--- config.mk ---
export PLATFORM = sky130hd
export DESIGN_NAME = ecc_fault_capture
export DESIGN_NICKNAME = d
export VERILOG_FILES = /design/src/rtl/ecc_cap_pkg.sv /design/src/rtl/ecc_cap_status.sv /design/src/rtl/ecc_cap_ctrl.sv /design/src/rtl/ecc_fault_capture.sv
export SDC_FILE = /design/constraint.sdc
export NUM_CORES = 1
export LEC_CHECK = 0
export BUFFER_PORTS_ARGS = -buffer_cell sky130_fd_sc_hd__buf_2
export CAP_MARGIN = 30
export CORE_ASPECT_RATIO = 0.5
export CORE_MARGIN = 5
export CORE_UTILIZATION = 38
export DETAILED_ROUTE_END_ITERATION = 8
export PLACE_DENSITY = 0.79
export SYNTH_ARGS = -nofsm -noshare
export SYNTH_HDL_FRONTEND = slang
export SYNTH_HIERARCHICAL = 1
export SYNTH_SLANG_ARGS = --single-unit
--- constraint.sdc ---
create_clock -name clk -period 1.7 [get_ports clk]
set_input_delay 0.085 -clock clk [delete_from_list [all_inputs] [get_ports clk]]
set_output_delay 0.085 -clock clk [all_outputs]
set_load 0.02 [all_outputs]
--- src/rtl/ecc_cap_pkg.sv ---
package ecc_cap_pkg;
  // Bit positions of the single-bit fields. Software decodes these positions.
  localparam int unsigned SBE_BIT       = 0;
  localparam int unsigned MBE_BIT       = 1;
  localparam int unsigned NMI_EN_BIT    = 2;
  localparam int unsigned SERR_EN_BIT   = 3;
  localparam int unsigned SYN_LSB       = 4;
  localparam int unsigned LOW_CTRL_BITS = 4;
endpackage

--- src/rtl/ecc_cap_status.sv ---
module ecc_cap_status #(
  parameter int unsigned ADDR_W = 32,
  parameter int unsigned KEEP_W = 19,
  parameter int unsigned SYN_W  = 8
) (
  input  logic              clk,
  input  logic              rst_n,
  input  logic              sbe_in,
  input  logic              mbe_in,
  input  logic [ADDR_W-1:0] err_addr,
  input  logic [SYN_W-1:0]  err_syn,
  input  logic              clr_sbe,
  input  logic              clr_mbe,
  output logic              sbe_q,
  output logic              mbe_q,
  output logic [KEEP_W-1:0] addr_q,
  output logic [SYN_W-1:0]  syn_q
);
  logic              pending;
  logic              take;
  logic              sbe_d, mbe_d;
  logic [KEEP_W-1:0] addr_d;
  logic [SYN_W-1:0]  syn_d;

  assign pending = sbe_q | mbe_q;
  // Capture only when nothing is pending.
  assign take    = ~pending & (sbe_in | mbe_in);

  always_comb begin
    sbe_d  = sbe_q & ~clr_sbe;
    mbe_d  = mbe_q & ~clr_mbe;
    addr_d = err_addr[ADDR_W-1 -: KEEP_W];
    syn_d  = err_syn;
    if (take) begin
      // The multi-bit pulse wins a same-cycle tie.
      mbe_d = mbe_in;
      sbe_d = ~mbe_in;
    end
  end

  always_ff @(posedge clk or negedge rst_n) begin
    if (!rst_n) begin
      sbe_q <= 1'b0;
      mbe_q <= 1'b0;
    end else begin
      sbe_q <= sbe_d;
      mbe_q <= mbe_d;
    end
  end

  always_ff @(posedge clk or negedge rst_n) begin
    if (!rst_n) begin
      addr_q <= '0;
      syn_q  <= '0;
    end else if (take) begin
      addr_q <= addr_d;
      syn_q  <= syn_d;
    end
  end
endmodule

--- src/rtl/ecc_cap_ctrl.sv ---
module ecc_cap_ctrl #(
  parameter int unsigned CTRL_W = 3
) (
  input  logic              clk,
  input  logic              rst_n,
  input  logic              wr_en,
  input  logic [CTRL_W-1:0] ctrl_wdata,
  output logic [CTRL_W-1:0] ctrl_q
);
  logic [CTRL_W-1:0] ctrl_d;

  always_comb begin
    ctrl_d = ctrl_q;
    if (wr_en) ctrl_d = ctrl_wdata;
  end

  always_ff @(posedge clk or negedge rst_n) begin
    if (!rst_n) ctrl_q <= '0;
    else        ctrl_q <= ctrl_d;
  end
endmodule

--- src/rtl/ecc_fault_capture.sv ---
module ecc_fault_capture
  import ecc_cap_pkg::*;
#(
  parameter int unsigned ADDR_W = 32,
  parameter int unsigned KEEP_W = 19,
  parameter int unsigned SYN_W  = 8
) (
  input  logic                            clk,
  input  logic                            rst_n,
  input  logic                            sbe_in,
  input  logic                            mbe_in,
  input  logic [ADDR_W-1:0]               err_addr,
  input  logic [SYN_W-1:0]                err_syn,
  input  logic                            wr_en,
  input  logic [KEEP_W+SYN_W+LOW_CTRL_BITS:0] wr_data,
  output logic [KEEP_W+SYN_W+LOW_CTRL_BITS:0] rd_data,
  output logic                            nmi_req,
  output logic                            serr_out,
  output logic                            scrub_en
);
  localparam int unsigned REG_W    = KEEP_W + SYN_W + LOW_CTRL_BITS + 1;
  localparam int unsigned ADDR_LSB = SYN_LSB + SYN_W;
  localparam int unsigned TOP_BIT  = REG_W - 1;

  logic              sbe_q, mbe_q;
  logic [KEEP_W-1:0] addr_q;
  logic [SYN_W-1:0]  syn_q;
  logic [2:0]        ctrl_q;   // {scrub_off, serr_en, nmi_en}
  logic              clr_sbe, clr_mbe;

  assign clr_sbe = wr_en & wr_data[SBE_BIT];
  assign clr_mbe = wr_en & wr_data[MBE_BIT];

  ecc_cap_status #(
    .ADDR_W (ADDR_W),
    .KEEP_W (KEEP_W),
    .SYN_W  (SYN_W)
  ) u_status (
    .clk      (clk),
    .rst_n    (rst_n),
    .sbe_in   (sbe_in),
    .mbe_in   (mbe_in),
    .err_addr (err_addr),
    .err_syn  (err_syn),
    .clr_sbe  (clr_sbe),
    .clr_mbe  (clr_mbe),
    .sbe_q    (sbe_q),
    .mbe_q    (mbe_q),
    .addr_q   (addr_q),
    .syn_q    (syn_q)
  );

  ecc_cap_ctrl #(
    .CTRL_W (3)
  ) u_ctrl (
    .clk        (clk),
    .rst_n      (rst_n),
    .wr_en      (wr_en),
    .ctrl_wdata ({wr_data[TOP_BIT], wr_data[SERR_EN_BIT], wr_data[NMI_EN_BIT]}),
    .ctrl_q     (ctrl_q)
  );

  always_comb begin
    rd_data                              = '0;
    rd_data[TOP_BIT]                     = ctrl_q[2];
    rd_data[ADDR_LSB +: KEEP_W]          = addr_q;
    rd_data[SYN_LSB +: SYN_W]            = syn_q;
    rd_data[SERR_EN_BIT]                 = ctrl_q[1];
    rd_data[NMI_EN_BIT]                  = ctrl_q[0];
    rd_data[MBE_BIT]                     = mbe_q;
    rd_data[SBE_BIT]                     = sbe_q;
  end

  assign nmi_req  = sbe_q & ctrl_q[0];
  assign serr_out = mbe_q & ctrl_q[1];
  assign scrub_en = ~ctrl_q[2];
endmodule

==> results of run 1 <==
[cell usage in the layout (no fill, tap or decap)]
| cell type | synthesis | layout |
|---|---|---|
| sky130_fd_sc_hd__mux2_2 | 10 | 10 |
| sky130_fd_sc_hd__buf_12 | 2 | 1 |
| sky130_fd_sc_hd__clkinv_2 | 0 | 1 |
| sky130_fd_sc_hd__nand2_1 | 1 | 1 |
| sky130_fd_sc_hd__o21ai_0 | 1 | 1 |
| sky130_fd_sc_hd__nor2_2 | 1 | 1 |
| sky130_fd_sc_hd__clkbuf_8 | 0 | 5 |
| sky130_fd_sc_hd__a32o_1 | 1 | 1 |
| sky130_fd_sc_hd__clkbuf_1 | 0 | 1 |
| sky130_fd_sc_hd__inv_1 | 4 | 4 |
| sky130_fd_sc_hd__buf_4 | 2 | 1 |
| sky130_fd_sc_hd__dfrtp_1 | 32 | 32 |
| sky130_fd_sc_hd__o21a_1 | 1 | 1 |
| sky130_fd_sc_hd__and2_1 | 4 | 4 |
| sky130_fd_sc_hd__buf_2 | 0 | 71 |
| sky130_fd_sc_hd__dlygate4sd3_1 | 0 | 1 |
| sky130_fd_sc_hd__mux2_4 | 20 | 20 |
[sequential cells by signal (all words and copies together) (netlist names)]
register / cells
u_status/addr_q: 19
u_status/syn_q: 8
u_status/mbe_q: 1
u_status/sbe_q: 1
u_ctrl/ctrl_q: 3
[routing by layer]
layer / wire [um] / GRT usage / vias to the layer above
met3: 138 / 0.0316 / 2
met5: 0 / 0 / -
met2: 1560 / 0.232 / 22
li1: - / - / 422
met1: 1050 / 0.127 / 431
met4: 23 / 0.0504 / 0
[power breakdown]
part | internal [W] | switching (W)
Combinational | 0.000911 | 0.000935
Sequential | 0.00113 | 0.000190
Clock | 0.000277 | 0.000245
Total | 0.00231 | 0.00137
[Yosys cell counts (all sizes together)]
cell	count	area (um^2)
nor2	1	6.26
mux2	30	413
nand2	1	3.75
inv	4	15.0
dfrtp	32	801
buf	5	66.3
o21ai	1	5.00
a32o	1	10.0
o21a	1	7.51
and2	4	25.0
[worst paths after layout]
| kind | start | to | slack, ns | cells after the start |
|---|---|---|---|---|
| max reg2reg | u_status/mbe_q | u_status/addr_q[2] | 0.28 | 4 |
| min | err_addr[26] | u_status/addr_q[13] | 0.04 | 2 |
| max | u_status/mbe_q | u_status/addr_q[2] | 0.28 | 4 |
| min reg2reg | u_status/syn_q[4] | u_status/syn_q[4] | 0.50 | 1 |
| min in group asynchronous | rst_n | u_status/addr_q[13] | 0.41 | 2 |
| max in group asynchronous | rst_n | u_status/addr_q[0] | 0.83 | 2 |
[kinds of logic after synthesis]
family / Yosys count / synth area share
AOI/OAI and AO/OA: 3 / 0.0167
DFF: 32 / 0.592
and+or+nand+nor: 6 / 0.0259
buffers and inverters: 9 / 0.0601
muxes: 30 / 0.305
[through the flow]
| step | instance area [um^2] | power (W) | cells | util | setup slack [ns] |
|---|---|---|---|---|---|
| 2_1_floorplan | 1350 | 0.00272 | 80 | - | 0.344 |
| 3_3_place_gp | 1730 | 0.00314 | 199 | 0.505 | 0.301 |
| 4_1_cts | 1820 | 0.00375 | 207 | 0.530 | 0.280 |
| 3_5_place_dp | 1730 | 0.00320 | 199 | 0.505 | 0.293 |
| 6_report | 1820 | 0.00368 | 207 | 0.530 | 0.284 |
| 5_1_grt | 1820 | 0.00392 | 207 | 0.530 | 0.219 |
[critical path, stage by stage (launching register included)]
cell,delay [ns]
sky130_fd_sc_hd__dfrtp_1,0.40
sky130_fd_sc_hd__nor2_2,0.16
sky130_fd_sc_hd__o21a_1,0.20
sky130_fd_sc_hd__buf_12,0.21
sky130_fd_sc_hd__mux2_4,0.32
[layout make-up]
class | instances | area share
Clock buffer | 6 | 0.0399
Clock inverter | 1 | 0.00275
Inverter | 4 | 0.00825
Multi-Input combinational cell | 39 | 0.258
Sequential cell | 32 | 0.440
Tap cell | 51 | 0.0351
Timing Repair Buffer | 74 | 0.216
==> impl_summary.txt, run 1 <==
----------------------------------------------------
[Status]
  Result of the run ... finished, final reports clean

[Clock tree]
  CTS tree ... done
  Number of setup buffers added after CTS ... 0
  Total CTS buffers ... 5
  Clock transition at path regs ... 0.06 ns
  TritonCTS Sinks ... 32
  Clock H-tree levels ... 2
  Later-pin clock latency in the skew report ... ~0.27 ns
  Hold_buf cts ... 1
  Max Buffers Root-to-Sink ... 2
  Post-cts sizing count ... 0
  Root buffer cell ... sky130_fd_sc_hd__clkbuf_8

[Timing]
  Hold violation total from the final report ... 0
  Final-layout setup total negative slack ... 0 ns
  Unrepaired setup endpoints after global routing ... false
  Count of endpoints failing setup in the final report ... 0
  Worst hold margin ... 0.0399 ns
  Slew Viols, Final ... 0
  Transition time at the pin with the least slew margin ... between 0.7 and 0.8 ns
  Maximum clock frequency ... slightly above 700 MHz
  Worst setup skew after layout ... ~0.0026 ns
  Worst slew margin relative to its limit ... 0.528
  Minimum clock period after layout ... around 1.4 ns
  Final critical-path share of the clock period ... 0.833

[Power]
  Pwr Density ... around 2000 nW/um^2
  Peak ir drop on the vdd network ... approximately 0.63 mV
  Leakage power summed over all cells ... around 0.95 nW

[Die]
  Initial core utilization ... 0.394
  Area inside the core boundary ... between 3000 and 4000 um^2
  I/O pin count ... roughly 110
  Width of the die ... 94.4 um
  Height of the die ... 52.2 um
  Die outline area ... 4920 um^2
  Num rows ... 15

[Critical path]
  Required time worst endpoint ... about 1.9 ns
  Arrival time reported for the critical path endpoint ... approximately 1.6 ns
  Crit path kind ... reg -> reg
  Setup crit start kind ... register
  Worst-path maximum fanout ... 20
  Critical path capture point type ... register

[Yosys]
  Mean Syn Cell Area ... 16.9 um^2
  Unique masters post-synth ... 13
  Register area share after synthesis ... 0.592
  Synthesized Nets ... roughly 160
  Synthesis-stage register bit count ... 32
  Netlist Area Pre-Place ... approximately 1400 um^2
  Post-Syn Instances ... 80
  Yosys warning count ... 6

[Layout]
  Layout fillers ... between 300 and 400
  Antenna fix cells ... 0
  P&R area growth vs syn ... 34.6%
  Combined flip-flop and latch cell area ... 801 um^2
  Total Nets Final ... about 230
  Fraction of layout instances using a drive strength above 1 ... 0.705
  Multi-input combinational cell area ... about 470 um^2

[Detailed routing]
  Routed wire length ... ~2.8 mm
  Vias per Instance ... ~4.2
  Via count ... ~900
  Iteration count of the initial detailed-routing pass ... 2
  Average wire per standard cell ... 13.4 um
  Residual DRC ... 0
  First-iteration detailed-routing DRC count ... 20
  Antenna-violating nets left ... 0

[Job]
  Number of maximum-capacitance constraint violations ... 0

[Placed design]
  HPWL after detailed placement ... between 2 and 2.5 mm
  Number of buffer cells added on primary ports ... approximately 70
  Placer congestion estimate ... 0.739

[Global route]
  Via count of the first global-routing pass ... around 1000
  Initial antenna violation count ... 0
  Global-route wire length before repair ... approximately 4.4 mm
  Pin count of the biggest net entering global routing ... 33
  Global route total overflow ... 0
  Global Route Usage Sum ... 0.121

[Hold path]
  Class of the worst hold path ... in -> reg

----------------------------------------------------
Power figures use the tool's default switching activity.
==> run 2: changes to the inputs <==
==> constraint.sdc (replaced) <==
create_clock -name clk -period 1.5 [get_ports clk]
set_input_delay 0.075 -clock clk [delete_from_list [all_inputs] [get_ports clk]]
set_output_delay 0.075 -clock clk [all_outputs]
set_load 0.02 [all_outputs]
==> impl_summary.txt, run 2 (same netlist as run 1, synthesis figures left out) <==
----------------------------------------------------
[Status]
  Result of the run ... finished, final reports clean

[Timing]
  Minimum clock period after layout ... approximately 1.4 ns
  Count of endpoints failing setup in the final report ... 0
  Maximum clock frequency ... a little under 700 MHz
  Final-layout setup total negative slack ... 0 ns
  Final critical-path share of the clock period ... 0.964
  Hold violation total from the final report ... 0
  Worst setup skew after layout ... 0.00393 ns
  Worst slew margin relative to its limit ... 0.526
  Unrepaired setup endpoints after global routing ... false
  Slew Viols, Final ... 0
  Transition time at the pin with the least slew margin ... 0.710 ns

[Layout]
  Multi-input combinational cell area ... 470 um^2
  Total Nets Final ... 233
  Layout fillers ... around 300
  Number of flip-flops in the largest register ... 19
  Registers with the most flip-flops ... u_status/addr_q (19), u_status/syn_q (8), u_ctrl/ctrl_q (3)
  Core Util, Final ... 0.534
  P&R area growth vs syn ... 35.7%
  Biggest register ... u_status/addr_q
  Most frequent standard cell in the layout excluding fill and tap cells ... sky130_fd_sc_hd__buf_2
  Highest-count cells in the layout ignoring fill and taps ... 71 x sky130_fd_sc_hd__buf_2, 32 x sky130_fd_sc_hd__dfrtp_1, 20 x sky130_fd_sc_hd__mux2_4, 10 x sky130_fd_sc_hd__mux2_2, 6 x sky130_fd_sc_hd__clkbuf_8
  Fraction of layout instances using a drive strength above 1 ... 0.713
  Combined flip-flop and latch cell area ... approximately 800 um^2
  Antenna fix cells ... 0
  Final Cell Area ... 1840 um^2

[Placed design]
  Placer congestion estimate ... approximately 0.8
  HPWL after detailed placement ... about 2.1 mm
  Number of buffer cells added on primary ports ... 71
  Area of placed instances ... between 1500 and 2000 um^2

[Global route]
  Global-route wire length before repair ... roughly 4.5 mm
  Pin count of the biggest net entering global routing ... 33
  Global Route Usage Sum ... 0.124
  Via count of the first global-routing pass ... between 900 and 1000
  Global route total overflow ... 0
  Initial antenna violation count ... 0

[Critical path]
  Critical Path Max Stage Delay ... slightly above 0.4 ns
  Crit Reg-Reg Startpoint ... u_status/mbe_q
  Worst-path maximum fanout ... 20
  Crit Reg-Reg Endpoint ... u_status/addr_q[15]
  Series of cell instances along the critical path ... nor2_2 > o21a_1 > buf_12 > mux2_4
  Slowest cell on crit path ... sky130_fd_sc_hd__dfrtp_1
  Crit path kind ... reg -> reg
  R2R cell count ... 4
  R2r setup slk ... approximately 0.054 ns
  Required time worst endpoint ... around 1.7 ns
  Setup crit start kind ... register
  Crit path launch ... u_status/mbe_q
  Arrival time reported for the critical path endpoint ... roughly 1.6 ns
  Critical path capture point type ... register

[Clock tree]
  Later-pin clock latency in the skew report ... between 0.2 and 0.3 ns
  Root buffer cell ... sky130_fd_sc_hd__clkbuf_8
  Max Buffers Root-to-Sink ... 2
  Post-cts sizing count ... 0
  Total CTS buffers ... 5
  TritonCTS Sinks ... 32
  Number of setup buffers added after CTS ... 0
  Clock transition at path regs ... 0.07 ns
  CTS tree ... done
  Clock H-tree levels ... 2

[Detailed routing]
  Average wire per standard cell ... 13.9 um
  Via count ... 889
  Vias per Instance ... roughly 4.3
  Iteration count of the initial detailed-routing pass ... 2
  Antenna-violating nets left ... 0
  Residual DRC ... 0
  First-iteration detailed-routing DRC count ... 33
  Routed wire length ... just under 3 mm

[Power]
  Net Sw Frac ... 0.373
  Part of the total power dissipated in sequential elements ... 0.350
  Overall power after layout ... ~0.0043 W
  Leakage power summed over all cells ... roughly 0.96 nW
  Share of total power in the clock network ... 0.157
  Internal ... around 0.0027 W
  Peak ir drop on the vdd network ... around 0.86 mV
  Pwr Density ... approximately 2300 nW/um^2
  Portion of total power attributed to combinational logic ... 0.493
  Net switching power of the design ... ~0.0016 W

[Die]
  Area inside the core boundary ... around 3400 um^2
  Num rows ... 15
  I/O pin count ... 112
  Width of the die ... about 94 um
  Height of the die ... ~52 um
  Die outline area ... slightly below 5000 um^2
  Initial core utilization ... 0.394

[Hold path]
  Hold_sp ... err_addr[13]
  Worst Hold Depth ... 2
  Worst hold endpoint ... u_status/addr_q[0]
  Class of the worst hold path ... in -> reg

[Job]
  Number of maximum-capacitance constraint violations ... 0

----------------------------------------------------
run 2: changes by cell type in the layout (fill, tap and decap cells not counted):
cell / before / now
sky130_fd_sc_hd__clkbuf_1: 1 / 0
sky130_fd_sc_hd__clkbuf_8: 5 / 6
sky130_fd_sc_hd__clkinv_2: 1 / 2
run 2: timing repair:
| item | CTS | global route |
|---|---|---|
| endpoints found under the setup margin | 0 | 0 |
| hold endpoints to repair | 32 | 0 |
| hold buffers | 1 | 0 |
run 2: worst max-delay path by stage:
stage               depth (start not counted)                   to
global route                                4  u_status/addr_q[14]
floorplan                                   5   u_status/addr_q[0]
detailed placement                          4    u_status/syn_q[0]
CTS                                         4  u_status/addr_q[15]
finish                                      4  u_status/addr_q[15]
global placement                            4    u_status/syn_q[2]
run 2: cell type report:
class	instances	share of cell area
clock buffers	6	0.0450
clock inverters	2	0.00545
inverters	4	0.00818
multi-input cells	39	0.256
flip-flops and latches	32	0.436
well taps	51	0.0348
repair buffers	74	0.214
run 2: worst max-delay path: cells and delay by family (launching register included):
kind            cells  cell delay [ns]
compound gates      1             0.21
mux                 1             0.32
simple gates        1             0.18
buf+inv             1             0.21
flops               1             0.41
run 2: per-stage QoR:
stage                     instances  hold WS [ns]  setup WS, ns
after floorplan                  80        -0.221         0.144
after global placement          199         0.160         0.104
after detailed placement        199         0.175        0.0735
after CTS                       208        0.0137        0.0495
after global routing            208       0.00159        0.0118
final                           208        0.0236        0.0542
run 2: power by group through the flow:
stage / registers (W) / logic (W) / clock network [W]
finish: 0.00149 / 0.00210 / 0.000671
global route: 0.00154 / 0.00222 / 0.000749
CTS: 0.00150 / 0.00213 / 0.000704
detailed placement: 0.00150 / 0.00213 / 0
global placement: 0.00149 / 0.00208 / 0
floorplan: 0.00198 / 0.00110 / 0
run 2: layer usage:
| metal | routed length (um) | vias up | global-route usage | part of all wire |
|---|---|---|---|---|
| met2 | 1590 | 23 | 0.232 | 0.55 |
| met3 | 139 | 4 | 0.0402 | 0.048 |
| met4 | 36 | 0 | 0.0504 | 0.012 |
| met1 | 1120 | 436 | 0.130 | 0.39 |
| li1 | - | 426 | - | - |
| met5 | 0 | - | 0 | 0 |
